[src/rtl/quad_dac_pkg.sv]
package quad_dac_pkg;
  localparam int unsigned DATA_W  = 16;
  localparam int unsigned NUM_CH  = 4;
  localparam int unsigned CH_W    = $clog2(NUM_CH);
  localparam int unsigned FRAME_W = 24;
  localparam int unsigned CNT_W   = $clog2(FRAME_W + 1);
  // field positions within the frame
  localparam int unsigned PD_POS  = DATA_W;
  localparam int unsigned SEL_LSB = DATA_W + 1;
  localparam int unsigned LD_LSB  = 20;

  typedef enum logic [1:0] {
    LD_BUF = 2'b00,
    LD_ONE = 2'b01,
    LD_ALL = 2'b10,
    LD_RSV = 2'b11
  } ld_mode_e;

  typedef struct packed {
    ld_mode_e             mode;
    logic [CH_W-1:0]      sel;
    logic                 pd;
    logic [DATA_W-1:0]    data;
  } cmd_t;

  function automatic cmd_t decode_frame(input logic [FRAME_W-1:0] f);
    cmd_t c;
    c.mode = ld_mode_e'(f[LD_LSB +: 2]);
    c.sel  = f[SEL_LSB +: CH_W];
    c.pd   = f[PD_POS];
    c.data = f[DATA_W-1:0];
    return c;
  endfunction
endpackage

[src/rtl/qdac_sync.sv]
module qdac_sync #(
  parameter int unsigned W       = 1,
  parameter int unsigned STAGES  = 2,
  parameter logic [W-1:0] RST_VAL = '0
) (
  input  logic         clk_i,
  input  logic         rst_ni,
  input  logic [W-1:0] d_i,
  output logic [W-1:0] q_o
);
  logic [STAGES-1:0][W-1:0] stg_q;

  generate
    if (STAGES == 1) begin : g_one
      always_ff @(posedge clk_i or negedge rst_ni) begin
        if (!rst_ni) stg_q <= RST_VAL;
        else         stg_q <= d_i;
      end
    end else begin : g_chain
      always_ff @(posedge clk_i or negedge rst_ni) begin
        if (!rst_ni) stg_q <= {STAGES{RST_VAL}};
        else         stg_q <= {stg_q[STAGES-2:0], d_i};
      end
    end
  endgenerate

  assign q_o = stg_q[STAGES-1];
endmodule

[src/rtl/qdac_shifter.sv]
module qdac_shifter
  import quad_dac_pkg::*;
(
  input  logic               clk_i,
  input  logic               rst_ni,
  input  logic               sclk_i,
  input  logic               sync_ni,
  input  logic               din_i,
  output logic               frame_vld_o,
  output logic [FRAME_W-1:0] frame_o,
  output logic [CNT_W-1:0]   bit_cnt_o
);
  logic               sclk_q;
  logic               sclk_fall;
  logic [FRAME_W-1:0] shreg_q;
  logic [CNT_W-1:0]   cnt_q;
  logic               vld_q;

  assign sclk_fall = sclk_q & ~sclk_i;

  always_ff @(posedge clk_i or negedge rst_ni) begin
    if (!rst_ni) sclk_q <= 1'b1;
    else         sclk_q <= sclk_i;
  end

  always_ff @(posedge clk_i or negedge rst_ni) begin
    if (!rst_ni) begin
      shreg_q <= '0;
      cnt_q   <= '0;
      vld_q   <= 1'b0;
    end else begin
      vld_q <= 1'b0;
      if (sync_ni) begin
        // frame select idle: drop any partial frame
        cnt_q <= '0;
      end else if (sclk_fall && (cnt_q < CNT_W'(FRAME_W))) begin
        shreg_q <= {shreg_q[FRAME_W-2:0], din_i};
        cnt_q   <= cnt_q + 1'b1;
        vld_q   <= (cnt_q == CNT_W'(FRAME_W - 1));
      end
    end
  end

  assign frame_vld_o = vld_q;
  assign frame_o     = shreg_q;
  assign bit_cnt_o   = cnt_q;
endmodule

[src/rtl/qdac_bank.sv]
module qdac_bank
  import quad_dac_pkg::*;
(
  input  logic                     clk_i,
  input  logic                     rst_ni,
  input  logic                     cmd_vld_i,
  input  cmd_t                     cmd_i,
  output logic [NUM_CH*DATA_W-1:0] dac_o,
  output logic [NUM_CH-1:0]        load_en_o,
  output logic                     update_o,
  output logic                     pd_o
);
  logic [NUM_CH-1:0] wr_en;
  logic [NUM_CH-1:0] ld_en;
  logic              accept;
  logic              upd_q;
  logic              pd_q;

  assign accept = cmd_vld_i && (cmd_i.mode != LD_RSV);

  genvar c;
  generate
    for (c = 0; c < NUM_CH; c++) begin : g_ch
      logic [DATA_W-1:0] buf_q;
      logic [DATA_W-1:0] dac_q;
      logic [DATA_W-1:0] buf_nxt;

      assign wr_en[c] = accept && (cmd_i.sel == CH_W'(c));
      assign ld_en[c] = accept &&
                        ((cmd_i.mode == LD_ALL) ||
                         ((cmd_i.mode == LD_ONE) && (cmd_i.sel == CH_W'(c))));
      // load sees the word written in the same cycle
      assign buf_nxt  = wr_en[c] ? cmd_i.data : buf_q;

      always_ff @(posedge clk_i or negedge rst_ni) begin
        if (!rst_ni) begin
          buf_q <= '0;
          dac_q <= '0;
        end else begin
          buf_q <= buf_nxt;
          if (ld_en[c]) dac_q <= buf_nxt;
        end
      end

      assign dac_o[c*DATA_W +: DATA_W] = dac_q;
    end
  endgenerate

  always_ff @(posedge clk_i or negedge rst_ni) begin
    if (!rst_ni) begin
      upd_q <= 1'b0;
      pd_q  <= 1'b0;
    end else begin
      upd_q <= |ld_en;
      if (accept) pd_q <= cmd_i.pd;
    end
  end

  assign load_en_o = ld_en;
  assign update_o  = upd_q;
  assign pd_o      = pd_q;
endmodule

[src/rtl/quad_dac_fe.sv]
module quad_dac_fe
  import quad_dac_pkg::*;
#(
  parameter int unsigned SYNC_STAGES = 2
) (
  input  logic                     clk_i,
  input  logic                     rst_ni,
  input  logic                     sclk_i,
  input  logic                     sync_ni,
  input  logic                     din_i,
  output logic [NUM_CH*DATA_W-1:0] dac_o,
  output logic                     update_o,
  output logic                     pd_o
);
  logic [2:0]         ser_s;
  logic               frame_vld;
  logic [FRAME_W-1:0] frame_q;
  logic [CNT_W-1:0]   bit_cnt;
  logic [NUM_CH-1:0]  load_en;
  cmd_t               cmd;

  qdac_sync #(
    .W       (3),
    .STAGES  (SYNC_STAGES),
    .RST_VAL (3'b110)
  ) u_sync (
    .clk_i  (clk_i),
    .rst_ni (rst_ni),
    .d_i    ({sclk_i, sync_ni, din_i}),
    .q_o    (ser_s)
  );

  qdac_shifter u_shift (
    .clk_i       (clk_i),
    .rst_ni      (rst_ni),
    .sclk_i      (ser_s[2]),
    .sync_ni     (ser_s[1]),
    .din_i       (ser_s[0]),
    .frame_vld_o (frame_vld),
    .frame_o     (frame_q),
    .bit_cnt_o   (bit_cnt)
  );

  assign cmd = decode_frame(frame_q);

  qdac_bank u_bank (
    .clk_i     (clk_i),
    .rst_ni    (rst_ni),
    .cmd_vld_i (frame_vld),
    .cmd_i     (cmd),
    .dac_o     (dac_o),
    .load_en_o (load_en),
    .update_o  (update_o),
    .pd_o      (pd_o)
  );
endmodule

[config.mk]
export PLATFORM = sky130hd
export DESIGN_NAME = quad_dac_fe
export DESIGN_NICKNAME = d
export VERILOG_FILES = /design/src/rtl/quad_dac_pkg.sv /design/src/rtl/qdac_sync.sv /design/src/rtl/qdac_shifter.sv /design/src/rtl/qdac_bank.sv /design/src/rtl/quad_dac_fe.sv
export SDC_FILE = /design/constraint.sdc
export NUM_CORES = 1
export LEC_CHECK = 0
export ABC_AREA = 1
export CAP_MARGIN = 20
export CORE_AREA = 5 5 117 119
export CTS_CLUSTER_SIZE = 8
export DETAILED_ROUTE_END_ITERATION = 12
export DIE_AREA = 0 0 122 124
export GPL_TIMING_DRIVEN = 0
export PLACE_DENSITY = 0.74
export SLEW_MARGIN = 20
export SYNTH_ARGS = -nofsm -noshare
export SYNTH_HDL_FRONTEND = slang
export SYNTH_SLANG_ARGS = --single-unit
[constraint.sdc]
create_clock -name clk_i -period 3.05 [get_ports clk_i]
set_input_delay 0.4575 -clock clk_i [delete_from_list [all_inputs] [get_ports clk_i]]
set_output_delay 0.4575 -clock clk_i [all_outputs]
set_load 0.01 [all_outputs]
-- After elaboration in Yosys (flattened, before gate mapping)
Cells that the tools add are included.
- output and inout bits: 66
- flip-flop bits (word level): 165
- logic and storage cells: 58
- bits of input ports: 5
- add/subtract/negate cells: 1
- equal/unequal tests: 7
- muxes and demuxes: 8
- reductions and logical operators: 22
- bitwise gates (word level): 3
- $lt $le $gt $ge: 1
- operators by type and width (operator ; number):
    two-way mux 16 bit ; 4
    logical AND 1 bit ; 14
    two-way mux 5 bit ; 2
    equality test 2 bit, second input constant ; 3
    adder 5 x 1 -> 5 bit, second input constant ; 1
    equality test 5 bit, second input constant ; 1
    < comparator 5 bit, second input constant ; 1
    equality test 2 x 1 -> 1 bit, second input constant ; 2
    logical OR 1 bit ; 4
    OR reduction 4 bit ; 1
    zero test 2 bit ; 1
    two-way mux 1 bit ; 2
    != test 2 bit, second input constant ; 1
    NOT 1 bit ; 2
    AND reduction 2 bit ; 1
    nonzero test 2 bit ; 1
    bitwise AND 1 bit ; 1

-- Longest topological paths before layout
- depth after elaboration: 5
- gate-level depth with buffers: 9
- depth with buffers taken out: 8

-- Modules after synthesis
From an unflattened synthesis, not the netlist that was laid out.
- cells, all modules: 730
- area total of the unflattened synthesis: 6695.2 um^2
- modules (own cells, without submodules) (module ; seq. area each (um^2) ; times used ; cells an instance ; area an instance (um^2)):
    qdac_bank ; 3253.1 ; 1 ; 577 ; 5183.7
    qdac_shifter ; 777.0 ; 1 ; 144 ; 1333.8
    qdac_sync ; 155.1 ; 1 ; 9 ; 177.7

-- Worst setup path after synthesis
Ideal clock, no wire load.
- path kind: register to register
- start point: reg u_shift.sclk_q
- end point: reg u_shift.shreg_q[11] (netlist: u_shift.frame_o[11])
- library setup time: 0.132 ns
- path slack: 1.705 ns
- clock period less this slack: 1.345 ns
- data arrival time: 1.213 ns
- stages on the path, launching flop included: 7
- required time: 2.918 ns
- cell sequence: dfstp_2 > nand3_2 > nor2_2 > inv_2 > buf_2 > nand2_1 > o21ai_0
- longest elaborated chain between the ends: 3
- RTL lines (element ; line ; text):
    start, declared ; qdac_shifter.sv:13 ; logic sclk_q;
    start signal, assigned ; qdac_shifter.sv:23 ; else sclk_q <= sclk_i;
    bitwise AND 1 bit ; qdac_shifter.sv:19 ; assign sclk_fall = sclk_q & ~sclk_i;
    logical AND 1 bit ; qdac_shifter.sv:36 ; end else if (sclk_fall && (cnt_q < CNT_W'(FRAME_W))) begin
    AND reduction 2 bit (no source line) ; -- ;
    end signal, assigned ; qdac_shifter.sv:37 ; shreg_q <= {shreg_q[FRAME_W-2:0], din_i};
    end, declared ; qdac_shifter.sv:15 ; logic [FRAME_W-1:0] shreg_q;
Every way passes these cells.
A chain may end at the register's enable or synchronous reset.

-- Worst setup path in the final report
- start point: reg u_bank.g_ch[1].dac_q[15]
- end point: out dac_o[31]
- RTL lines (element ; line ; text):
    start, declared ; qdac_bank.sv:25 ; logic [DATA_W-1:0] dac_q;
    start signal, assigned ; qdac_bank.sv:41 ; if (ld_en[c]) dac_q <= buf_nxt;
    end, declared ; quad_dac_fe.sv:11 ; output logic [NUM_CH*DATA_W-1:0] dac_o,
No word-level cell between the ends.

==> impl_metrics.json <==
{
  "cts_resized": 0,
  "coreArea_mm2": 0.0125,
  "gr-total-overflow": 0,
  "postCtsSetupBuffers": 0,
  "grt_pass1_wl_mm": 23.2,
  "syn_area_mm2": 0.00646,
  "pin_count": 71,
  "antenna_cells": 0,
  "synth.area.mux_share_pct": 0,
  "clock_sinks": 165,
  "clk_latency_ns": 0.42,
  "drc": 0,
  "outcome": "completed",
  "synth_top_family_by_area": "simple AND/OR/NAND/NOR gates",
  "cpPeakStageDelay_ns": 0.55,
  "ant_nets": 0,
  "crit_slowest_cell": "clkdlybuf4s50_1",
  "grtUsageTotal_pct": 20.0,
  "tns_ns": 0,
  "vdd_ir_drop_max_v": 0.000296,
  "crit_chain": "clkdlybuf4s50_1",
  "rsz0062_at_grt": "no",
  "cap_violations": 0,
  "final_cell_mix": "nand2_1, dfrtp_1, clkdlybuf4s50_1",
  "final_nets": 793,
  "port_buffers": 70,
  "synth_compound_area_share_pct": 5.15,
  "p_leak_nw": 4.26,
  "clock_skew_ns": 0.00574,
  "startpoint_type": "register",
  "r2r_cells": 5,
  "yosysSeqAreaShare_pct": 64.0,
  "yosysUniqueCellTypes": 28,
  "syn_avg_cell_area_um2": 9.27,
  "power_mw": 4.70,
  "tightest_slew_ns": 0.708,
  "synth_nets": 703,
  "relSlewSlack_pct": 52.8,
  "clkSlewWorstSetupHoldPaths_ns": 0.06,
  "synth_area_leaders": "dfrtp_1, nand2_1, o21ai_0",
  "synthAdderAreaFrac_pct": 0.194,
  "holdBufCountCts": 0,
  "final_common_cell": "nand2_1",
  "cp_top_family": "buffers and inverters",
  "clk_path_buf_depth": 2,
  "gp_congestion": 0.822,
  "synth-simple-area-share_pct": 27.0,
  "grt_start_max_net_pins": 99,
  "wire_per_inst_um": 14.4,
  "die-area_mm2": 0.0151,
  "timing_worst_setup_path_type": "register to output pin",
  "wl_mm": 14.0,
  "powerDensity_mw_per_mm2": 583,
  "required_ns": 2.59,
  "vias": 4859,
  "maxSlewViolCount": 0,
  "layout-drive-gt1-share_pct": 11.5,
  "die_w_um": 122,
  "ys_warn_count": 0,
  "die_h_um": 124,
  "ctsRootBufferMaster": "clkbuf_16",
  "dr.pass1.iters": 5,
  "area_growth_pct": 24.9,
  "drt-initial-drc-count": 349,
  "grt_pass1_vias": 4800,
  "antenna_found_initial": 0,
  "tritoncts": "done",
  "endpoint_kind": "output pin",
  "vias_per_cell": 5.00,
  "cts_made_buffers": 17,
  "hold_viol_final": 0,
  "arrival_ns": 1.36,
  "ys_seq_elements": 165,
  "synth.largest_area_cell": "dfrtp_1",
  "rows": 41,
  "fillers": 1011,
  "hold_path_class": "input pin to async pin",
  "crit_buf_inv": 1,
  "setup_viol": 0,
  "initial_core_util_pct": 51.8,
  "synth_top_area_share_pct": 62.0,
  "cp.depth": 1,
  "dpl.hpwl_mm": 9.72,
  "min_period_over_period_pct": 59.5,
  "cts_max_level": 4,
  "worstPathMaxFanout": 2,
  "synth-xor-area-share_pct": 0,
  "fmax_mhz": 551,
  "fin_crit_ns": 1.81,
  "synth_cells": 697
}
per-layer routing:
| metal | up-vias | GRT usage, % | share of wire, % | routed length [µm] |
|---|---|---|---|---|
| met5 | - | 0 | 0 | 0 |
| met4 | 0 | 8.33 | 1.4 | 193 |
| met3 | 19 | 5.36 | 4.9 | 689 |
| met2 | 116 | 32.1 | 50 | 7030 |
| met1 | 2358 | 25.8 | 44 | 6100 |
| li1 | 2366 | - | - | - |
report_power, final:
group / total [mW] / switching [mW] / internal (mW)
registers: 2.29 / 0.0629 / 2.22
clock network: 2.33 / 0.836 / 1.49
logic: 0.0880 / 0.0655 / 0.0225
logic make-up (layout without fill, tap and decap cells):
kind of cell	after synthesis	count (layout)
AND/OR/NAND/NOR	422	422
flip-flops	165	165
AO/OA/AOI/OAI	62	62
buffers and inverters	47	150
adder cells (fa/ha/maj)	1	1
Yosys cell counts (all sizes together):
library cell / number
buf: 23
or2: 1
inv: 19
clkbuf: 4
nand3: 9
dfrtp: 160
dfstp: 5
nand4: 16
nor3: 1
clkinv: 1
nand2: 385
ha: 1
nor4: 1
o21ai: 60
nor2: 9
a21oi: 2
area by class of cell:
| class | count | area, µm² | area share (%) |
|---|---|---|---|
| clock buffer | 19 | 453 | 5.62 |
| sequential | 165 | 4140 | 51.3 |
| inverter | 20 | 76.3 | 0.946 |
| clock inverter | 13 | 204 | 2.53 |
| multi-input combinational | 485 | 2090 | 25.9 |
| buffer | 27 | 160 | 1.99 |
| timing repair buffer | 71 | 733 | 9.09 |
| tap | 172 | 215 | 2.67 |
metrics by stage:
| stage | hold slack (ns) | instance area [µm²] | cells | worst slack [ns] | util (%) |
|---|---|---|---|---|---|
| after floorplan | 0.162 | 6460 | 697 | 1.71 | - |
| after global placement | 0.336 | 7370 | 939 | -4.65 | 59.2 |
| after detailed placement | 0.336 | 7410 | 940 | 1.33 | 59.4 |
| after CTS | 0.0852 | 8060 | 972 | 1.22 | 64.7 |
| after global routing | 0.118 | 8060 | 972 | 1.14 | 64.7 |
| final | 0.0627 | 8060 | 972 | 1.24 | 64.7 |
flip-flops by register name, indices dropped and copies added (netlist names), 3 cells and up:
signal / flops
u_shift.bit_cnt_o: 5
u_bank.g_ch.dac_q: 64
u_sync.stg_q: 3
u_shift.frame_o: 22
u_bank.g_ch.buf_q: 64
u_sync.q_o: 3
worst paths after layout:
check                                                     start                              endpoint  slack, ns
max                        u_bank.g_ch[1].dac_q[15]$_DFFE_PN0P_                             dac_o[31]       1.24
min                                                      rst_ni   u_bank.g_ch[2].dac_q[2]$_DFFE_PN0P_       0.06
max reg2reg                            u_shift.sclk_q$_DFF_PN1_       u_shift.frame_o[11]$_DFFE_PN0P_       1.32
min reg2reg                           u_sync.stg_q[0]$_DFF_PN0_               u_sync.q_o[0]$_DFF_PN0_       0.35
max in group asynchronous                                rst_ni  u_bank.g_ch[3].dac_q[13]$_DFFE_PN0P_       2.22
min in group clk_i                    u_sync.stg_q[0]$_DFF_PN0_               u_sync.q_o[0]$_DFF_PN0_       0.35
Note: power is estimated with default switching activity, not from simulation.
